### src/rtl/lba_pkg.sv
package lba_pkg;
    typedef enum logic [1:0] {
        ST_IDLE = 2'd0,
        ST_OWN0 = 2'd1,
        ST_OWN1 = 2'd2
    } own_state_e;

    localparam logic [7:0] OFS_STAT  = 8'h50;
    localparam logic [7:0] OFS_EADDR = 8'h58;
    localparam logic [7:0] OFS_CTRL  = 8'h5C;

    localparam logic [1:0] ORD_M0_FIRST = 2'b00;
    localparam logic [1:0] ORD_M1_FIRST = 2'b01;
endpackage

### src/rtl/lba_grant_fsm.sv
module lba_grant_fsm
    import lba_pkg::*;
#(
    parameter int NUM_M = 2
) (
    input  logic             clk,
    input  logic             rst_n,
    input  logic [NUM_M-1:0] req,
    input  logic             fair,
    input  logic             pref_m1,
    input  logic             release_i,
    output logic [NUM_M-1:0] gnt
);
    own_state_e state_q, state_d;
    logic hist_valid_q, hist_m1_q;
    logic contested, pick_m1;

    always_comb begin
        contested = req[0] & req[1];
        if (contested) begin
            pick_m1 = (fair && hist_valid_q) ? ~hist_m1_q : pref_m1;
        end else begin
            pick_m1 = req[1];
        end
    end

    always_comb begin
        state_d = state_q;
        unique case (state_q)
            ST_IDLE: if (|req) state_d = pick_m1 ? ST_OWN1 : ST_OWN0;
            ST_OWN0: if (release_i) state_d = ST_IDLE;
            ST_OWN1: if (release_i) state_d = ST_IDLE;
            default: state_d = ST_IDLE;
        endcase
    end

    always_ff @(posedge clk or negedge rst_n) begin
        if (!rst_n) state_q <= ST_IDLE;
        else        state_q <= state_d;
    end

    always_ff @(posedge clk or negedge rst_n) begin
        if (!rst_n) begin
            hist_valid_q <= 1'b0;
            hist_m1_q    <= 1'b0;
        end else if (state_q == ST_IDLE && contested) begin
            hist_valid_q <= 1'b1;
            hist_m1_q    <= pick_m1;
        end
    end

    always_comb begin
        gnt = '0;
        unique case (state_q)
            ST_IDLE: gnt = '0;
            ST_OWN0: gnt[0] = 1'b1;
            ST_OWN1: gnt[1] = 1'b1;
            default: gnt = '0;
        endcase
    end

    // a grant only rises for a master that was requesting
    a_r5_rise0_req: assert property (@(posedge clk) disable iff (!rst_n)
        $rose(gnt[0]) |-> $past(req[0]));
    a_r5_rise1_req: assert property (@(posedge clk) disable iff (!rst_n)
        $rose(gnt[1]) |-> $past(req[1]));
    // ownership never swaps without an idle cycle
    a_r1_no_swap01: assert property (@(posedge clk) disable iff (!rst_n)
        gnt[0] |=> !gnt[1]);
    a_r1_no_swap10: assert property (@(posedge clk) disable iff (!rst_n)
        gnt[1] |=> !gnt[0]);
endmodule

### src/rtl/lba_watchdog.sv
module lba_watchdog #(
    parameter int LIMIT = 16,
    localparam int CW = $clog2(LIMIT) + 1
) (
    input  logic clk,
    input  logic rst_n,
    input  logic busy,
    input  logic done,
    output logic expire
);
    logic [CW-1:0] cnt_q;

    always_ff @(posedge clk or negedge rst_n) begin
        if (!rst_n)    cnt_q <= '0;
        else if (busy) cnt_q <= cnt_q + 1'b1;
        else           cnt_q <= '0;
    end

    assign expire = busy && !done && (cnt_q == CW'(LIMIT - 1));

    // the owner can never outlast the window
    a_r6_cnt_bound: assert property (@(posedge clk) disable iff (!rst_n)
        busy |-> (cnt_q < CW'(LIMIT)));
endmodule

### src/rtl/lba_regs.sv
module lba_regs
    import lba_pkg::*;
#(
    parameter int ADDR_W = 32,
    parameter int DATA_W = 32,
    parameter int REG_AW = 8,
    localparam int B_MODE = DATA_W - 1,
    localparam int B_OHI  = DATA_W - 2,
    localparam int B_OLO  = DATA_W - 3,
    localparam int B_T0   = DATA_W - 1,
    localparam int B_T1   = DATA_W - 2,
    localparam int B_L0   = DATA_W - 3,
    localparam int B_L1   = DATA_W - 4
) (
    input  logic              clk,
    input  logic              rst_n,
    input  logic [REG_AW-1:0] reg_addr,
    input  logic              reg_we,
    input  logic [DATA_W-1:0] reg_wdata,
    output logic [DATA_W-1:0] reg_rdata,
    input  logic              tmo,
    input  logic              tmo_m1,
    input  logic [ADDR_W-1:0] cap_addr,
    output logic              fair,
    output logic              pref_m1
);
    logic              mode_q;
    logic [1:0]        ord_q;
    logic [1:0]        tflag_q, lflag_q;
    logic [ADDR_W-1:0] ear_q;
    logic [1:0]        owner_set, tclr, lclr;
    logic              wr_ctrl, wr_stat;
    logic              unused_wbits;

    assign wr_ctrl = reg_we && (reg_addr == REG_AW'(OFS_CTRL));
    assign wr_stat = reg_we && (reg_addr == REG_AW'(OFS_STAT));
    assign unused_wbits = ^reg_wdata[B_L1-1:0];

    always_ff @(posedge clk or negedge rst_n) begin
        if (!rst_n) begin
            mode_q <= 1'b0;
            ord_q  <= ORD_M0_FIRST;
        end else if (wr_ctrl) begin
            mode_q <= reg_wdata[B_MODE];
            ord_q  <= reg_wdata[B_OHI] ? ORD_M0_FIRST : reg_wdata[B_OHI:B_OLO];
        end
    end

    assign fair    = mode_q;
    assign pref_m1 = (ord_q == ORD_M1_FIRST);

    always_comb begin
        owner_set = tmo ? (tmo_m1 ? 2'b10 : 2'b01) : 2'b00;
        tclr      = wr_stat ? {reg_wdata[B_T1], reg_wdata[B_T0]} : 2'b00;
        lclr      = wr_stat ? {reg_wdata[B_L1], reg_wdata[B_L0]} : 2'b00;
    end

    always_ff @(posedge clk or negedge rst_n) begin
        if (!rst_n) begin
            tflag_q <= '0;
            lflag_q <= '0;
        end else begin
            tflag_q <= (tflag_q & ~tclr) | owner_set;
            lflag_q <= (lflag_q & ~lclr) | owner_set;
        end
    end

    always_ff @(posedge clk or negedge rst_n) begin
        if (!rst_n)                   ear_q <= '0;
        else if (tmo && lflag_q == 0) ear_q <= cap_addr;
    end

    always_comb begin
        reg_rdata = '0;
        if (reg_addr == REG_AW'(OFS_CTRL)) begin
            reg_rdata[B_MODE]      = mode_q;
            reg_rdata[B_OHI:B_OLO] = ord_q;
        end else if (reg_addr == REG_AW'(OFS_EADDR)) begin
            reg_rdata = DATA_W'(ear_q);
        end else if (reg_addr == REG_AW'(OFS_STAT)) begin
            reg_rdata[B_T0] = tflag_q[0];
            reg_rdata[B_T1] = tflag_q[1];
            reg_rdata[B_L0] = lflag_q[0];
            reg_rdata[B_L1] = lflag_q[1];
        end
    end

    // a held lock freezes the captured address
    a_r9_frozen: assert property (@(posedge clk) disable iff (!rst_n)
        (|lflag_q) |=> $stable(ear_q));
    // only a timeout may move the captured address
    a_r7_only_tmo: assert property (@(posedge clk) disable iff (!rst_n)
        !tmo |=> $stable(ear_q));
    // a timeout marks the owner's flags
    a_r8_flags_m0: assert property (@(posedge clk) disable iff (!rst_n)
        (tmo && !tmo_m1) |=> (tflag_q[0] && lflag_q[0]));
    a_r8_flags_m1: assert property (@(posedge clk) disable iff (!rst_n)
        (tmo && tmo_m1) |=> (tflag_q[1] && lflag_q[1]));
endmodule

### src/rtl/lba_arbiter2.sv
module lba_arbiter2
    import lba_pkg::*;
#(
    parameter int ADDR_W     = 32,
    parameter int DATA_W     = 32,
    parameter int REG_AW     = 8,
    parameter int TMO_CYCLES = 16
) (
    input  logic              clk,
    input  logic              rst_n,
    input  logic              m0_req,
    input  logic              m1_req,
    input  logic [ADDR_W-1:0] m0_addr,
    input  logic [ADDR_W-1:0] m1_addr,
    output logic              m0_gnt,
    output logic              m1_gnt,
    input  logic              xfer_done,
    output logic              timeout,
    input  logic [REG_AW-1:0] reg_addr,
    input  logic              reg_we,
    input  logic [DATA_W-1:0] reg_wdata,
    output logic [DATA_W-1:0] reg_rdata
);
    logic [1:0]        gnt;
    logic              fair, pref_m1, expire, busy;
    logic [ADDR_W-1:0] cap_addr;

    assign busy     = |gnt;
    assign cap_addr = gnt[1] ? m1_addr : m0_addr;

    lba_grant_fsm #(.NUM_M(2)) u_fsm (
        .clk(clk), .rst_n(rst_n), .req({m1_req, m0_req}),
        .fair(fair), .pref_m1(pref_m1),
        .release_i(xfer_done | expire), .gnt(gnt)
    );

    lba_watchdog #(.LIMIT(TMO_CYCLES)) u_wdog (
        .clk(clk), .rst_n(rst_n), .busy(busy), .done(xfer_done), .expire(expire)
    );

    lba_regs #(.ADDR_W(ADDR_W), .DATA_W(DATA_W), .REG_AW(REG_AW)) u_regs (
        .clk(clk), .rst_n(rst_n), .reg_addr(reg_addr), .reg_we(reg_we),
        .reg_wdata(reg_wdata), .reg_rdata(reg_rdata),
        .tmo(expire), .tmo_m1(gnt[1]), .cap_addr(cap_addr),
        .fair(fair), .pref_m1(pref_m1)
    );

    assign m0_gnt  = gnt[0];
    assign m1_gnt  = gnt[1];
    assign timeout = expire;

    // an expiry always takes the bus back at the next edge
    a_r6_release: assert property (@(posedge clk) disable iff (!rst_n)
        timeout |=> !(m0_gnt || m1_gnt));
    // completion never coincides with a timeout
    a_r6_done_wins: assert property (@(posedge clk) disable iff (!rst_n)
        xfer_done |-> !timeout);
endmodule

### config.mk
export PLATFORM = sky130hd
export DESIGN_NAME = lba_arbiter2
export DESIGN_NICKNAME = d
export VERILOG_FILES = /design/src/rtl/lba_pkg.sv /design/src/rtl/lba_grant_fsm.sv /design/src/rtl/lba_watchdog.sv /design/src/rtl/lba_regs.sv /design/src/rtl/lba_arbiter2.sv
export SDC_FILE = /design/constraint.sdc
export NUM_CORES = 1
export LEC_CHECK = 0
export BUFFER_PORTS_ARGS = -buffer_cell sky130_fd_sc_hd__buf_4
export CAP_MARGIN = 40
export CORE_ASPECT_RATIO = 2
export CORE_MARGIN = 3
export CORE_UTILIZATION = 41
export CTS_CLUSTER_SIZE = 12
export DETAILED_ROUTE_END_ITERATION = 10
export PLACE_DENSITY = 0.84
export REMOVE_ABC_BUFFERS = 1
export SYNTH_ARGS = -nofsm -noshare
export SYNTH_HDL_FRONTEND = slang
export SYNTH_SLANG_ARGS = --single-unit
### constraint.sdc
create_clock -name clk -period 1.92 [get_ports clk]
set_input_delay 0.096 -clock clk [delete_from_list [all_inputs] [get_ports clk]]
set_output_delay 0.096 -clock clk [all_outputs]
set_load 0.02 [all_outputs]
==> impl_metrics.xml <==
<?xml version="1.0" encoding="UTF-8"?>
<metrics>
  <group name="run_status">
    <metric name="run_status" unit="">finished, final reports clean</metric>
  </group>
  <group name="logic_synthesis">
    <metric name="post_synth_main_area_contributors" unit="">sky130_fd_sc_hd__dfrtp_1 (44%), sky130_fd_sc_hd__mux2_2 (28%), sky130_fd_sc_hd__and2_1 (7.5%), sky130_fd_sc_hd__ha_1 (2.4%), sky130_fd_sc_hd__mux2i_1 (1.5%)</metric>
    <metric name="synth_area" unit="sq um">2660</metric>
    <metric name="ys_seq_area_share" unit="%">44.3</metric>
    <metric name="synth_top_cell_by_area" unit="">sky130_fd_sc_hd__dfrtp_1</metric>
    <metric name="synth-edff-count" unit="">0</metric>
    <metric name="postSynth.asyncResetShare" unit="%">100</metric>
    <metric name="yosysTopAreaCellShare" unit="%">44.3</metric>
    <metric name="synthesis.instances" unit="">226</metric>
    <metric name="yosys.cell_types.count" unit="">34</metric>
    <metric name="yosys_register_bits" unit="">47</metric>
    <metric name="syn-mean-instance-area" unit="sq um">11.8</metric>
    <metric name="count_of_yosys_warnings_during_synthesis" unit="">0</metric>
    <metric name="synthFlopType" unit="">sky130_fd_sc_hd__dfrtp_1</metric>
  </group>
  <group name="setup_path">
    <metric name="slowest_stage" unit="">sky130_fd_sc_hd__dfrtp_1</metric>
    <metric name="required_time_of_the_critical_path" unit="ps">2080</metric>
    <metric name="critPathCaptureType" unit="">flop</metric>
    <metric name="path_delay_family" unit="">simple AND/OR/NAND/NOR gates</metric>
    <metric name="timing_worst_setup_path_type" unit="">flop to flop</metric>
    <metric name="crit_chain" unit="">ha_2, and3_4, ha_4, and3b_2, nand2_4, buf_6, mux2_4</metric>
    <metric name="critPathBufInv" unit="">1</metric>
    <metric name="crit_path_max_fanout" unit="">8</metric>
    <metric name="cp_data_arrival_time" unit="ps">2050</metric>
    <metric name="cp_slowest_stage_delay" unit="ps">380</metric>
    <metric name="critical_path.startpoint_type" unit="">flop</metric>
  </group>
  <group name="clock_network">
    <metric name="clock_tree.buffer_depth" unit="">2</metric>
    <metric name="clock_tree.root_cell" unit="">sky130_fd_sc_hd__clkbuf_16</metric>
    <metric name="clk_transition_reported_paths" unit="ps">60</metric>
    <metric name="cts-htree-levels" unit="">2</metric>
    <metric name="cts_tree" unit="">built</metric>
    <metric name="clock_sink_count" unit="">47</metric>
    <metric name="number_of_clock_buffers_inserted_by_tritoncts" unit="">5</metric>
    <metric name="clock_latency" unit="ps">280</metric>
  </group>
  <group name="floorplan">
    <metric name="rows" unit="">40</metric>
    <metric name="boundaryPins" unit="">145</metric>
    <metric name="placeableCoreArea" unit="sq um">6160</metric>
    <metric name="dieWidth" unit="um">62.9</metric>
    <metric name="start_util" unit="%">43.2</metric>
    <metric name="die_outline_area" unit="sq um">7540</metric>
    <metric name="die_h" unit="um">120</metric>
  </group>
  <group name="sta">
    <metric name="final_worst_path_period_share" unit="%">97.9</metric>
    <metric name="finalSetupViolations" unit="">0</metric>
    <metric name="setup_repair_after_global_routing_missed_its_margin" unit="">yes</metric>
    <metric name="finalMaxSlewViolations" unit="">0</metric>
    <metric name="max_freq" unit="GHz">0.532</metric>
    <metric name="totalNegativeSetupSlack" unit="ps">0</metric>
    <metric name="max_slew_margin" unit="%">59.9</metric>
    <metric name="clock_skews" unit="ps">3.32</metric>
    <metric name="worst-slew-pin-transition" unit="ps">601</metric>
    <metric name="post-route-min-period" unit="ps">1880</metric>
    <metric name="finalHoldViolations" unit="">0</metric>
  </group>
  <group name="grt">
    <metric name="initial_antenna_violation_count" unit="">0</metric>
    <metric name="grt_start_max_net_pins" unit="">48</metric>
    <metric name="grt_overflow_total" unit="">0</metric>
    <metric name="global_route.usage.total" unit="%">18.4</metric>
    <metric name="first_global_vias" unit="">2231</metric>
    <metric name="grt_first_pass_wirelength" unit="mm">10.9</metric>
  </group>
  <group name="pwr">
    <metric name="peakVddDrop" unit="V">0.000710</metric>
    <metric name="power_density" unit="nW/um^2">706</metric>
    <metric name="static-leakage-power" unit="nW">2.05</metric>
  </group>
  <group name="drt">
    <metric name="num_vias" unit="">2154</metric>
    <metric name="detail_route.first_pass.iterations" unit="">4</metric>
    <metric name="route.final.wire_length" unit="mm">6.85</metric>
    <metric name="routed_wire_length_per_instance" unit="um">15.8</metric>
    <metric name="remaining_drc_errors" unit="">0</metric>
    <metric name="detail-route-antenna-nets" unit="">0</metric>
    <metric name="drt_first_iter_violations" unit="">43</metric>
    <metric name="drt-vias-per-instance" unit="">4.96</metric>
  </group>
  <group name="finish">
    <metric name="layout.nets" unit="">464</metric>
    <metric name="diodes" unit="">0</metric>
    <metric name="utilization" unit="%">64.8</metric>
    <metric name="design_area" unit="sq um">3990</metric>
    <metric name="seqCellArea" unit="sq um">1180</metric>
    <metric name="multi_input_gate_area_in_the_final_layout" unit="sq um">1490</metric>
    <metric name="layout.cells.most_common" unit="">sky130_fd_sc_hd__buf_4</metric>
    <metric name="layout_fillers" unit="">485</metric>
    <metric name="area.growth.synth_to_final" unit="%">50.0</metric>
    <metric name="final-instance-count-excl-fill" unit="">434</metric>
    <metric name="mostFrequentLayoutCells" unit="">sky130_fd_sc_hd__buf_4 (122), sky130_fd_sc_hd__mux2_2 (50), sky130_fd_sc_hd__dfrtp_1 (47)</metric>
    <metric name="post_route_cells_drive_above_1_share" unit="%">59.4</metric>
  </group>
  <group name="place">
    <metric name="dp_hpwl" unit="mm">4.90</metric>
    <metric name="post_dp_cell_area" unit="sq um">3670</metric>
    <metric name="dpl.cell_count" unit="">422</metric>
    <metric name="gp_congestion" unit="">0.786</metric>
    <metric name="io_port_bufs" unit="">116</metric>
  </group>
  <group name="hold_path">
    <metric name="tightest_hold_check_type" unit="">input pin to flop</metric>
  </group>
  <group name="job">
    <metric name="maxCapViolCount" unit="">0</metric>
  </group>
</metrics>
## final timing paths
path / start / to / slack [ps] / depth (start not counted)
hold / removal: reg_wdata[28] / u_regs.lflag_q[1] / 10 / 2
setup / recovery: u_wdog.cnt_q[0] / u_regs.ear_q[2] / 40 / 7
setup reg to reg: u_wdog.cnt_q[0] / u_regs.ear_q[2] / 40 / 7
max in group asynchronous: rst_n / u_regs.ear_q[14] / 1150 / 2
min in group asynchronous: rst_n / u_regs.ear_q[8] / 360 / 2
hold reg to reg: u_regs.ear_q[24] / u_regs.ear_q[24] / 500 / 1
## state kept, by name, summed over array words and instances (netlist names)
name                count
u_regs.ear_q           32
u_wdog.cnt_q            5
u_fsm.state_q           2
u_regs.lflag_q          2
u_regs.tflag_q          2
u_fsm.hist_m1_q         1
u_fsm.hist_valid_q      1
u_regs.fair             1
u_regs.ord_q            1
## stage by stage
step	hold slack [ps]	setup WS [ps]	power, mW
global placement	140	-23.0	1.80
global route	22.5	-23.0	2.95
detailed placement	148	-53.1	1.82
floorplan	-200	-568	1.51
finish	10.5	39.5	2.82
CTS	13.1	-5.14	2.84
## where the power goes
part	switching, mW	internal, mW	leakage (nW)	total (mW)
Combinational	0.315	0.436	1.32	0.751
Clock	0.355	0.647	0.0868	1.00
Sequential	0.0315	1.03	0.647	1.06
Total	0.702	2.11	2.05	2.82
## logic make-up after synthesis
group	count (synthesis)	synth area share (%)
buffers and inverters	17	3.06
adders and majority gates	5	2.35
and+or+nand+nor	72	16.8
DFF	47	44.3
xor gates and xnor gates	2	0.659
AOI/OAI and AO/OA	13	3.44
muxes	70	29.5
## layout make-up
type / count / area share (%)
multi-input cells: 162 / 37.3
flip-flops and latches: 47 / 29.5
repair buffers: 128 / 25.7
clock buffers: 6 / 3.48
well taps: 84 / 2.64
clock inverters: 2 / 0.879
inverters: 5 / 0.471
## timing repair
| action | CTS | global route |
|---|---|---|
| buffers inserted | 2 | 1 |
| hold endpoints to repair | 47 | 0 |
| endpoints found under the setup margin | 32 | 32 |
| cloned | 2 | 0 |
| hold buffers | 1 | 0 |
| pin swaps | 4 | 2 |
| gates resized for setup | 26 | 0 |
## routing by layer
layer	track usage, %	up-vias	part of all wire, %
met5	0	-	0
met4	6.50	0	1.5
met2	35.6	56	58
met1	19.2	1050	36
li1	-	1040	-
met3	3.46	8	4.1
## Yosys cell counts (all sizes together) (2+ instances only)
cell type	number
o21ai	4
nor2	6
nand3	6
nand2b	4
mux2i	4
and2	32
nor2b	4
dfrtp	47
a41oi	4
inv	5
a21oi	2
nor3	2
nand2	5
clkbuf	5
and3	3
ha	5
buf	7
mux2	66
nor4	3
(Power assumes the default switching activity.)
